===== src/rtl/ibp_pkg.sv =====
package ibp_pkg;

  localparam int OVH_W = 4;

  // Overhead codes accepted by the policer
  function automatic logic ovh_code_ok(input logic [OVH_W-1:0] code);
    return (code == 4'd1) || (code == 4'd2) || (code == 4'd6);
  endfunction

endpackage


===== src/rtl/ibp_charge_calc.sv =====
module ibp_charge_calc
  import ibp_pkg::*;
#(
  parameter int NUM_PORTS  = 4,
  parameter int PORT_IDX_W = 2,
  parameter int LEN_W      = 12,
  parameter int INC_W      = 12,
  parameter int CHG_W      = LEN_W + 1 + INC_W
) (
  input  logic                  frm_valid_i,
  input  logic [PORT_IDX_W-1:0] frm_port_i,
  input  logic [LEN_W-1:0]      frm_len_i,
  input  logic                  frm_filtered_i,
  input  logic                  frm_qdrop_i,
  input  logic                  init_i,
  input  logic [NUM_PORTS-1:0]  cfg_member_i,
  input  logic [OVH_W-1:0]      cfg_ovh_i,
  input  logic [INC_W-1:0]      cfg_incr_i,
  input  logic                  cfg_chg_filt_i,
  input  logic                  cfg_chg_qdrop_i,
  output logic                  charge_en_o,
  output logic [CHG_W-1:0]      charge_o
);

  localparam int BYTES_W = LEN_W + 1;

  logic               port_in_range;
  logic               is_member;
  logic               flags_ok;
  logic [BYTES_W-1:0] counted_bytes;

  always_comb begin
    port_in_range = (32'(frm_port_i) < NUM_PORTS);
    is_member     = port_in_range && cfg_member_i[frm_port_i];
    flags_ok      = (!frm_filtered_i || cfg_chg_filt_i) &&
                    (!frm_qdrop_i    || cfg_chg_qdrop_i);
    charge_en_o   = frm_valid_i && !init_i && is_member &&
                    ovh_code_ok(cfg_ovh_i) && flags_ok;
    counted_bytes = {1'b0, frm_len_i} + BYTES_W'(cfg_ovh_i);
    charge_o      = CHG_W'(counted_bytes) * CHG_W'(cfg_incr_i);
  end

endmodule


===== src/rtl/ibp_bucket_level.sv =====
module ibp_bucket_level #(
  parameter int LEVEL_W = 24,
  parameter int RATE_W  = 16,
  parameter int CHG_W   = 25,
  parameter int SUM_W   = 26
) (
  input  logic               clk_i,
  input  logic               rst_ni,
  input  logic               init_i,
  input  logic               tick_i,
  input  logic               charge_en_i,
  input  logic [CHG_W-1:0]   charge_i,
  input  logic [RATE_W-1:0]  cfg_rate_i,
  input  logic [LEVEL_W-1:0] cfg_excess_i,
  input  logic               cfg_fc_mode_i,
  output logic [LEVEL_W-1:0] level_o,
  output logic               over_o
);

  localparam logic [LEVEL_W-1:0] LEVEL_MAX = '1;

  logic [LEVEL_W-1:0] level_q, level_d;
  logic [LEVEL_W-1:0] rate_ext, drained, sat_sum;
  logic [SUM_W-1:0]   raw_sum;
  logic               take, level_en;

  always_comb begin
    rate_ext = LEVEL_W'(cfg_rate_i);
    drained  = level_q;
    if (tick_i) begin
      drained = (level_q > rate_ext) ? (level_q - rate_ext) : '0;
    end
    raw_sum  = SUM_W'(drained) + SUM_W'(charge_i);
    sat_sum  = (raw_sum > SUM_W'(LEVEL_MAX)) ? LEVEL_MAX : raw_sum[LEVEL_W-1:0];
    over_o   = charge_en_i && (sat_sum > cfg_excess_i);
    take     = charge_en_i && !init_i && !(over_o && !cfg_fc_mode_i);
    level_en = init_i || tick_i || take;
    level_d  = init_i ? '0 : (take ? sat_sum : drained);
  end

  always_ff @(posedge clk_i or negedge rst_ni) begin
    if (!rst_ni) begin
      level_q <= '0;
    end else if (level_en) begin
      level_q <= level_d;
    end
  end

  assign level_o = level_q;

  AST_LEVEL_INIT: assert property (@(posedge clk_i) disable iff (!rst_ni)
    init_i |=> (level_q == '0));
  AST_IDLE_HOLDS: assert property (@(posedge clk_i) disable iff (!rst_ni)
    (!charge_en_i && !tick_i && !init_i) |=> $stable(level_q));
  AST_DROP_NO_CHARGE: assert property (@(posedge clk_i) disable iff (!rst_ni)
    (charge_en_i && over_o && !cfg_fc_mode_i && !tick_i && !init_i) |=> $stable(level_q));
  AST_TICK_NO_RISE: assert property (@(posedge clk_i) disable iff (!rst_ni)
    (tick_i && !charge_en_i && !init_i) |=> (level_q <= $past(level_q)));

endmodule


===== src/rtl/ibp_fc_tracker.sv =====
module ibp_fc_tracker #(
  parameter int NUM_PORTS = 4,
  parameter int LEVEL_W   = 24
) (
  input  logic                 clk_i,
  input  logic                 rst_ni,
  input  logic                 init_i,
  input  logic [NUM_PORTS-1:0] set_i,
  input  logic [LEVEL_W-1:0]   level_i,
  input  logic [LEVEL_W-1:0]   cfg_commit_i,
  input  logic [NUM_PORTS-1:0] cfg_release_i,
  output logic [NUM_PORTS-1:0] fc_o
);

  logic at_empty, under_commit;

  always_comb begin
    at_empty     = (level_i == '0);
    under_commit = (level_i <= cfg_commit_i);
  end

  for (genvar p = 0; p < NUM_PORTS; p++) begin : g_port
    logic fc_q, fc_d, release_now;

    always_comb begin
      release_now = cfg_release_i[p] ? under_commit : at_empty;
      fc_d        = fc_q;
      if (init_i) begin
        fc_d = 1'b0;
      end else if (set_i[p]) begin
        fc_d = 1'b1;
      end else if (fc_q && release_now) begin
        fc_d = 1'b0;
      end
    end

    always_ff @(posedge clk_i or negedge rst_ni) begin
      if (!rst_ni) begin
        fc_q <= 1'b0;
      end else begin
        fc_q <= fc_d;
      end
    end

    assign fc_o[p] = fc_q;

    AST_FC_SET: assert property (@(posedge clk_i) disable iff (!rst_ni)
      (set_i[p] && !init_i) |=> fc_q);
    AST_FC_HOLD_NONEMPTY: assert property (@(posedge clk_i) disable iff (!rst_ni)
      (fc_q && !cfg_release_i[p] && (level_i != '0) && !init_i) |=> fc_q);
    AST_FC_INIT: assert property (@(posedge clk_i) disable iff (!rst_ni)
      init_i |=> !fc_q);
  end

endmodule


===== src/rtl/ingress_bucket_policer.sv =====
module ingress_bucket_policer
  import ibp_pkg::*;
#(
  parameter int NUM_PORTS  = 4,
  parameter int LEN_W      = 12,
  parameter int INC_W      = 12,
  parameter int RATE_W     = 16,
  parameter int LEVEL_W    = 24,
  parameter int PORT_IDX_W = (NUM_PORTS > 1) ? $clog2(NUM_PORTS) : 1
) (
  input  logic                  clk_i,
  input  logic                  rst_n_i,
  input  logic                  init_i,
  input  logic                  tick_i,
  input  logic                  frm_valid_i,
  input  logic [PORT_IDX_W-1:0] frm_port_i,
  input  logic [LEN_W-1:0]      frm_len_i,
  input  logic                  frm_filtered_i,
  input  logic                  frm_qdrop_i,
  input  logic [INC_W-1:0]      cfg_incr_i,
  input  logic [RATE_W-1:0]     cfg_rate_i,
  input  logic [LEVEL_W-1:0]    cfg_commit_i,
  input  logic [LEVEL_W-1:0]    cfg_excess_i,
  input  logic                  cfg_fc_mode_i,
  input  logic [NUM_PORTS-1:0]  cfg_release_i,
  input  logic [NUM_PORTS-1:0]  cfg_member_i,
  input  logic [3:0]            cfg_ovh_i,
  input  logic                  cfg_chg_filt_i,
  input  logic                  cfg_chg_qdrop_i,
  output logic                  verdict_valid_o,
  output logic                  verdict_drop_o,
  output logic [NUM_PORTS-1:0]  fc_req_o
);

  localparam int CHG_W = LEN_W + 1 + INC_W;
  localparam int SUM_W = ((CHG_W > LEVEL_W) ? CHG_W : LEVEL_W) + 1;

  // Reset: asserted asynchronously, released on a clock edge
  logic rst_meta_q, rst_ns;
  always_ff @(posedge clk_i or negedge rst_n_i) begin
    if (!rst_n_i) begin
      rst_meta_q <= 1'b0;
      rst_ns     <= 1'b0;
    end else begin
      rst_meta_q <= 1'b1;
      rst_ns     <= rst_meta_q;
    end
  end

  logic               charge_en, over;
  logic [CHG_W-1:0]   charge;
  logic [LEVEL_W-1:0] level;
  logic [NUM_PORTS-1:0] fc_set;

  ibp_charge_calc #(
    .NUM_PORTS (NUM_PORTS),
    .PORT_IDX_W(PORT_IDX_W),
    .LEN_W     (LEN_W),
    .INC_W     (INC_W),
    .CHG_W     (CHG_W)
  ) u_charge (
    .frm_valid_i    (frm_valid_i),
    .frm_port_i     (frm_port_i),
    .frm_len_i      (frm_len_i),
    .frm_filtered_i (frm_filtered_i),
    .frm_qdrop_i    (frm_qdrop_i),
    .init_i         (init_i),
    .cfg_member_i   (cfg_member_i),
    .cfg_ovh_i      (cfg_ovh_i),
    .cfg_incr_i     (cfg_incr_i),
    .cfg_chg_filt_i (cfg_chg_filt_i),
    .cfg_chg_qdrop_i(cfg_chg_qdrop_i),
    .charge_en_o    (charge_en),
    .charge_o       (charge)
  );

  ibp_bucket_level #(
    .LEVEL_W(LEVEL_W),
    .RATE_W (RATE_W),
    .CHG_W  (CHG_W),
    .SUM_W  (SUM_W)
  ) u_level (
    .clk_i        (clk_i),
    .rst_ni       (rst_ns),
    .init_i       (init_i),
    .tick_i       (tick_i),
    .charge_en_i  (charge_en),
    .charge_i     (charge),
    .cfg_rate_i   (cfg_rate_i),
    .cfg_excess_i (cfg_excess_i),
    .cfg_fc_mode_i(cfg_fc_mode_i),
    .level_o      (level),
    .over_o       (over)
  );

  for (genvar p = 0; p < NUM_PORTS; p++) begin : g_set
    assign fc_set[p] = charge_en && over && cfg_fc_mode_i &&
                       (frm_port_i == PORT_IDX_W'(p));
  end

  ibp_fc_tracker #(
    .NUM_PORTS(NUM_PORTS),
    .LEVEL_W  (LEVEL_W)
  ) u_fc (
    .clk_i        (clk_i),
    .rst_ni       (rst_ns),
    .init_i       (init_i),
    .set_i        (fc_set),
    .level_i      (level),
    .cfg_commit_i (cfg_commit_i),
    .cfg_release_i(cfg_release_i),
    .fc_o         (fc_req_o)
  );

  // Verdict register
  logic vld_q, vld_d, drop_q, drop_d;

  always_comb begin
    vld_d  = frm_valid_i;
    drop_d = charge_en && over && !cfg_fc_mode_i;
  end

  always_ff @(posedge clk_i or negedge rst_ns) begin
    if (!rst_ns) begin
      vld_q  <= 1'b0;
      drop_q <= 1'b0;
    end else begin
      vld_q  <= vld_d;
      drop_q <= drop_d;
    end
  end

  assign verdict_valid_o = vld_q;
  assign verdict_drop_o  = drop_q;

  AST_VERDICT_NEXT: assert property (@(posedge clk_i) disable iff (!rst_ns)
    frm_valid_i |=> verdict_valid_o);
  AST_NO_STRAY_VERDICT: assert property (@(posedge clk_i) disable iff (!rst_ns)
    !frm_valid_i |=> !verdict_valid_o);
  AST_FC_NEVER_DROPS: assert property (@(posedge clk_i) disable iff (!rst_ns)
    (frm_valid_i && cfg_fc_mode_i) |=> !verdict_drop_o);

endmodule


===== config.mk =====
export PLATFORM = sky130hd
export DESIGN_NAME = ingress_bucket_policer
export DESIGN_NICKNAME = d
export VERILOG_FILES = /design/src/rtl/ibp_pkg.sv /design/src/rtl/ibp_charge_calc.sv /design/src/rtl/ibp_bucket_level.sv /design/src/rtl/ibp_fc_tracker.sv /design/src/rtl/ingress_bucket_policer.sv
export SDC_FILE = /design/constraint.sdc
export NUM_CORES = 1
export LEC_CHECK = 0
export ABC_AREA = 1
export BUFFER_PORTS_ARGS = -buffer_cell sky130_fd_sc_hd__buf_2
export CAP_MARGIN = 15
export CORE_MARGIN = 8
export CORE_UTILIZATION = 63
export CTS_BUF_LIST = sky130_fd_sc_hd__clkbuf_8
export CTS_CLUSTER_SIZE = 8
export DETAILED_ROUTE_END_ITERATION = 7
export GPL_ROUTABILITY_DRIVEN = 0
export HOLD_SLACK_MARGIN = 0.05
export PLACE_DENSITY = 0.85
export REMOVE_ABC_BUFFERS = 1
export SLEW_MARGIN = 30
export SYNTH_ARGS = -nofsm -noshare
export SYNTH_HDL_FRONTEND = slang
export SYNTH_SLANG_ARGS = --single-unit

===== constraint.sdc =====
create_clock -name clk_i -period 1.4 [get_ports clk_i]
set_clock_uncertainty 0.1 [all_clocks]
set_input_delay 0.14 -clock clk_i [delete_from_list [all_inputs] [get_ports clk_i]]
set_output_delay 0.14 -clock clk_i [all_outputs]
set_load 0.01 [all_outputs]

==> results of run 1 <==
[cell usage after synthesis (all sizes together), types with 3 or more instances]
| library cell | instances |
|---|---|
| a21oi | 56 |
| and2 | 4 |
| buf | 13 |
| clkbuf | 13 |
| clkinv | 5 |
| dfrtp | 32 |
| fa | 136 |
| ha | 133 |
| inv | 424 |
| nand2 | 477 |
| nand3 | 81 |
| nand3b | 12 |
| nand4 | 25 |
| nor2 | 208 |
| nor3 | 10 |
| o21ai | 15 |
| o21bai | 6 |
| o31a | 4 |
| or2 | 3 |
| xnor2 | 14 |
| xor2 | 4 |
[cells by family after synthesis]
logic type | after synthesis | synth area share
adders and majority gates | 269 | 0.396
AOI/OAI and AO/OA | 84 | 0.0424
other | 1 | 0.000338
buffers and inverters | 455 | 0.159
and+or+nand+nor | 824 | 0.316
DFF | 32 | 0.0722
xor gates and xnor gates | 18 | 0.0142
[timing repair]
item                       4_1_cts
hold buffers                     6
setup endpoints to repair       29
gates cloned                     4
setup buffers                   28
hold endpoints to repair         7
pin swaps                       72
resized for setup              181
[stage by stage]
step                      setup WS, ps  utilization  hold WS (ps)  instances
after CTS                        -6170        0.901          33.9       2368
after global placement           -6650        0.829          -174       2323
after detailed placement         -7270        0.829          -171       2323
after floorplan                  -6650            -          -256       1657
[layer usage]
metal,overflow,global-route usage
met1,2,0.761
met2,90,0.901
met3,1,0.689
met4,83,0.845
met5,0,0.439
==> run_results.csv, run 1 <==
group,metric,value,unit
run_status,status,"did not finish",
run_status,stop_stage,"global routing",
run_status,error,"[ERROR GRT-0232] Routing congestion too high. Check the congestion heatmap in the GUI.",
synthesis,yosys.area.top_type,"fa_1",
synthesis,synth_seq_cells,32,
sta,worstEndpointType,"sequential cell input",
synthesis,synth_area_leaders,"fa_1, nand2_1, ha_1",
grt,grt_overflow,176,
synthesis,synth_area_per_cell,6.59,sq um
die,die_y,149,um
placement,dpl_cell_area,14300,sq um
synthesis,synthArstFlopShare,1.00,
synthesis,yosys.cell_types.count,40,
grt,track_usage,0.788,
synthesis,synth_area,11100,sq um
die,rows,48,
clocking,cts_root_buf,"clkbuf_8",
die,io_pins,118,
clocking,clock_sinks,32,
placement,hpwl,35600,um
grt,grt_max_degree,31,
sta,crit_endpoint,"u_level.level_o[10]$_DFFE_PN0P_/D",
die,die_w,149,um
synthesis,yosysSeqAreaShare,0.0722,
die,start_util,0.643,
clocking,cts_buffer_depth,2,
synthesis,synth_enable_flop_cells,0,
synthesis,syn_inst,1683,
clocking,cts_buffers,5,
synthesis,synth_top_area_share,0.246,
placement,numPortBuffers,117,
synthesis,synth_ff_type,"dfrtp_1",
synthesis,yosys_warnings,0,
clocking,htree_levels,2,
==> inputs of run 2 (changes only) <==
--- a/config.mk
+++ b/config.mk
@@ -9,13 +9,10 @@
 export BUFFER_PORTS_ARGS = -buffer_cell sky130_fd_sc_hd__buf_2
 export CAP_MARGIN = 15
 export CORE_MARGIN = 8
-export CORE_UTILIZATION = 63
-export CTS_BUF_LIST = sky130_fd_sc_hd__clkbuf_8
-export CTS_CLUSTER_SIZE = 8
+export CORE_UTILIZATION = 40
 export DETAILED_ROUTE_END_ITERATION = 7
 export GPL_ROUTABILITY_DRIVEN = 0
-export HOLD_SLACK_MARGIN = 0.05
-export PLACE_DENSITY = 0.85
+export PLACE_DENSITY_LB_ADDON = 0.15
 export REMOVE_ABC_BUFFERS = 1
 export SLEW_MARGIN = 30
 export SYNTH_ARGS = -nofsm -noshare
==> run_results.csv, run 2 <==
group,metric,value,unit
run_status,status,"complete, but fails checks",
run_status,violations,"setup timing",
synthesis,synth_top_area_share,0.246,
synthesis,synth_ff_type,"dfrtp_1",
cells_and_area,drive_gt1_frac,0.347,
hold_path,min_path_type,"input port to register",
drt,wire_per_inst,14.8,um
sta,post-route-worst-setup-slack,-6140,ps
synthesis,synth_enable_flop_cells,0,
placement,hpwl,32000,um
grt,track_usage,0.225,
critical_path,critPathLaunchType,"input port",
critical_path,path_class,"input port to register",
critical_path,end_kind,"register",
synthesis,synth_common_cells,"nand2_1, inv_1, nor2_1, fa_1, ha_1",
die,start_util,0.402,
clocking,htree_levels,2,
critical_path,critPathTopFamily,"adder cells",
critical_path,worstPathMaxFanout,7,
synthesis,yosysSeqAreaShare,0.0722,
die,die_w,182,um
drt,via_per_inst,4.68,
synthesis,synth_seq_cells,32,
cells_and_area,num_antenna_cells,0,
die,rows,61,
hold_path,min_from,"cfg_release_i[0]",
grt,grt_pass1_wl,59900,um
critical_path,max_stage_delay,540,ps
critical_path,r2r_setup_slack,-5990,ps
grt,grt_overflow,0,
critical_path,cp_data_arrival_time,7600,ps
drt,remaining_drc_errors,0,
sta,slew_violations,0,
die,core,27600,sq um
sta,worst_pin_slew,525,ps
synthesis,yosys.cell_count.top_type,"nand2_1",
placement,dpl_cell_area,14600,sq um
cells_and_area,layout.cells.most_common,"nand2_1",
clocking,cts_tree,"yes",
sta,rsz0062_at_grt,"yes",
grt,grt_max_degree,30,
cells_and_area,final_nets,2549,
clocking,clkTransAtPathRegs,60,ps
synthesis,yosys.area.top_type,"fa_1",
sta,finalSetupViolCount,29,
clocking,insertion_delay,280,ps
die,die_y,182,um
critical_path,r2r_start,"u_level.level_o[0]",
synthesis,synth_area_leaders,"fa_1, nand2_1, ha_1",
drt,firstDrtPassIters,8,
sta,post-route-period-util,5.39,
critical_path,cpMaxStageDelayCell,"fa_1",
critical_path,crit_buf_inv,15,
sta,min_period,7540,ps
synthesis,syn_inst,1683,
sta,fmax,0.133,GHz
synthesis,yosys.cell_types.count,40,
cells_and_area,fill_cells,2576,
drt,route.vias.total,11900,
die,io_pins,118,
grt,grt_antenna_before_repair,0,
critical_path,reg2reg_to,"u_level.level_o[19]",
sta,hold_viol,0,
clocking,cts_buffers,5,
synthesis,synth_area_per_cell,6.59,sq um
clocking,cts_root_buf,"clkbuf_16",
clocking,cts_buffer_depth,2,
hold_path,hold_depth,4,
drt,totalWireLength,37700,um
cells_and_area,regArea,801,sq um
clocking,clock_sinks,32,
die,dieArea,33300,sq um
synthesis,synthArstFlopShare,1.00,
hold_path,min_to,"u_fc.g_port[0].fc_q",
run,cap_violations,0,
critical_path,worst-r2r-cell-count,50,
critical_path,required,1450,ps
placement,place_ws,-6950,ps
cells_and_area,syn_to_final_growth,48.2,%
cells_and_area,design_area,16400,sq um
grt,grt_pass1_vias,12200,
placement,numPortBuffers,117,
cells_and_area,final_cell_mix,"nand2_1, inv_1, buf_4, nor2_1, fa_1",
cells_and_area,multi_input_comb_area,9630,sq um
synthesis,yosys_warnings,0,
sta,slew_headroom,0.648,
cells_and_area,largest_reg_flops,24,
drt,first_iter_violations,539,
drt,ant_nets,0,
synthesis,synth_area,11100,sq um
run 2: cell counts after synthesis:
No cell type changed its count.
run 2: repair_timing:
| action | in CTS | in global routing |
|---|---|---|
| hold buffers | 3 | 0 |
| cloned | 6 | 1 |
| pin swaps | 80 | 57 |
| buffers inserted | 38 | 10 |
| resized for setup | 192 | 89 |
| endpoints found under the setup margin | 29 | 29 |
| endpoints found under the hold margin | 4 | 0 |
run 2: worst max path at each step:
stage / slack [ps] / end / startpoint / cells past startpoint
floorplan: -6650 / u_level.level_o[1] / frm_len_i[0] / 43
global placement: -6730 / u_level.level_o[22] / cfg_ovh_i[0] / 44
detailed placement: -6950 / u_level.level_o[11] / cfg_ovh_i[0] / 45
CTS: -6010 / u_level.level_o[14] / frm_len_i[0] / 49
global route: -6460 / u_level.level_o[6] / frm_len_i[0] / 52
finish: -6140 / u_level.level_o[19] / frm_len_i[0] / 51
run 2: metal layers:
| layer | up-vias | wire (um) | track usage |
|---|---|---|---|
| met5 | - | 0 | 0 |
| met3 | 60 | 1490 | 0.0129 |
| met1 | 5606 | 15600 | 0.273 |
| li1 | 5978 | - | - |
| met2 | 278 | 19400 | 0.416 |
| met4 | 0 | 1190 | 0.0728 |
run 2: cell type report:
class	count	area share
multi-input cells	1198	0.586
repair buffers	502	0.228
inverters	429	0.0991
flip-flops and latches	32	0.0487
well taps	378	0.0288
clock buffers	6	0.00845
clock inverters	2	0.000609
run 2: stage by stage:
step	hold slack (ps)	setup TNS, ps	cells	utilization
after floorplan	-256	-189340	1657	-
after global placement	-174	-193900	2484	0.528
after detailed placement	-171	-199980	2484	0.528
after CTS	31.1	-172530	2539	0.583
after global routing	58.5	-185620	2547	0.596
final	31.5	-176270	2547	0.596
run 2: cells by family after synthesis:
logic type      count (synthesis)  share of synthesized area
fa+ha+maj                     269                      0.396
simple gates                  824                      0.316
xor+xnor                       18                     0.0142
compound gates                 84                     0.0424
buf+inv                       455                      0.159
flops                          32                     0.0722
other cells                     1                   0.000338
run 2: worst min-delay path: cells and delay by family:
kind / cells / cell delay, ps
AO/OA/AOI/OAI: 1 / 50
buffers and inverters: 1 / 90
AND/OR/NAND/NOR: 2 / 90
Power of run 2 is not shown: default switching activity piles up to over one toggle a cycle in this logic, so the estimate is an artifact.
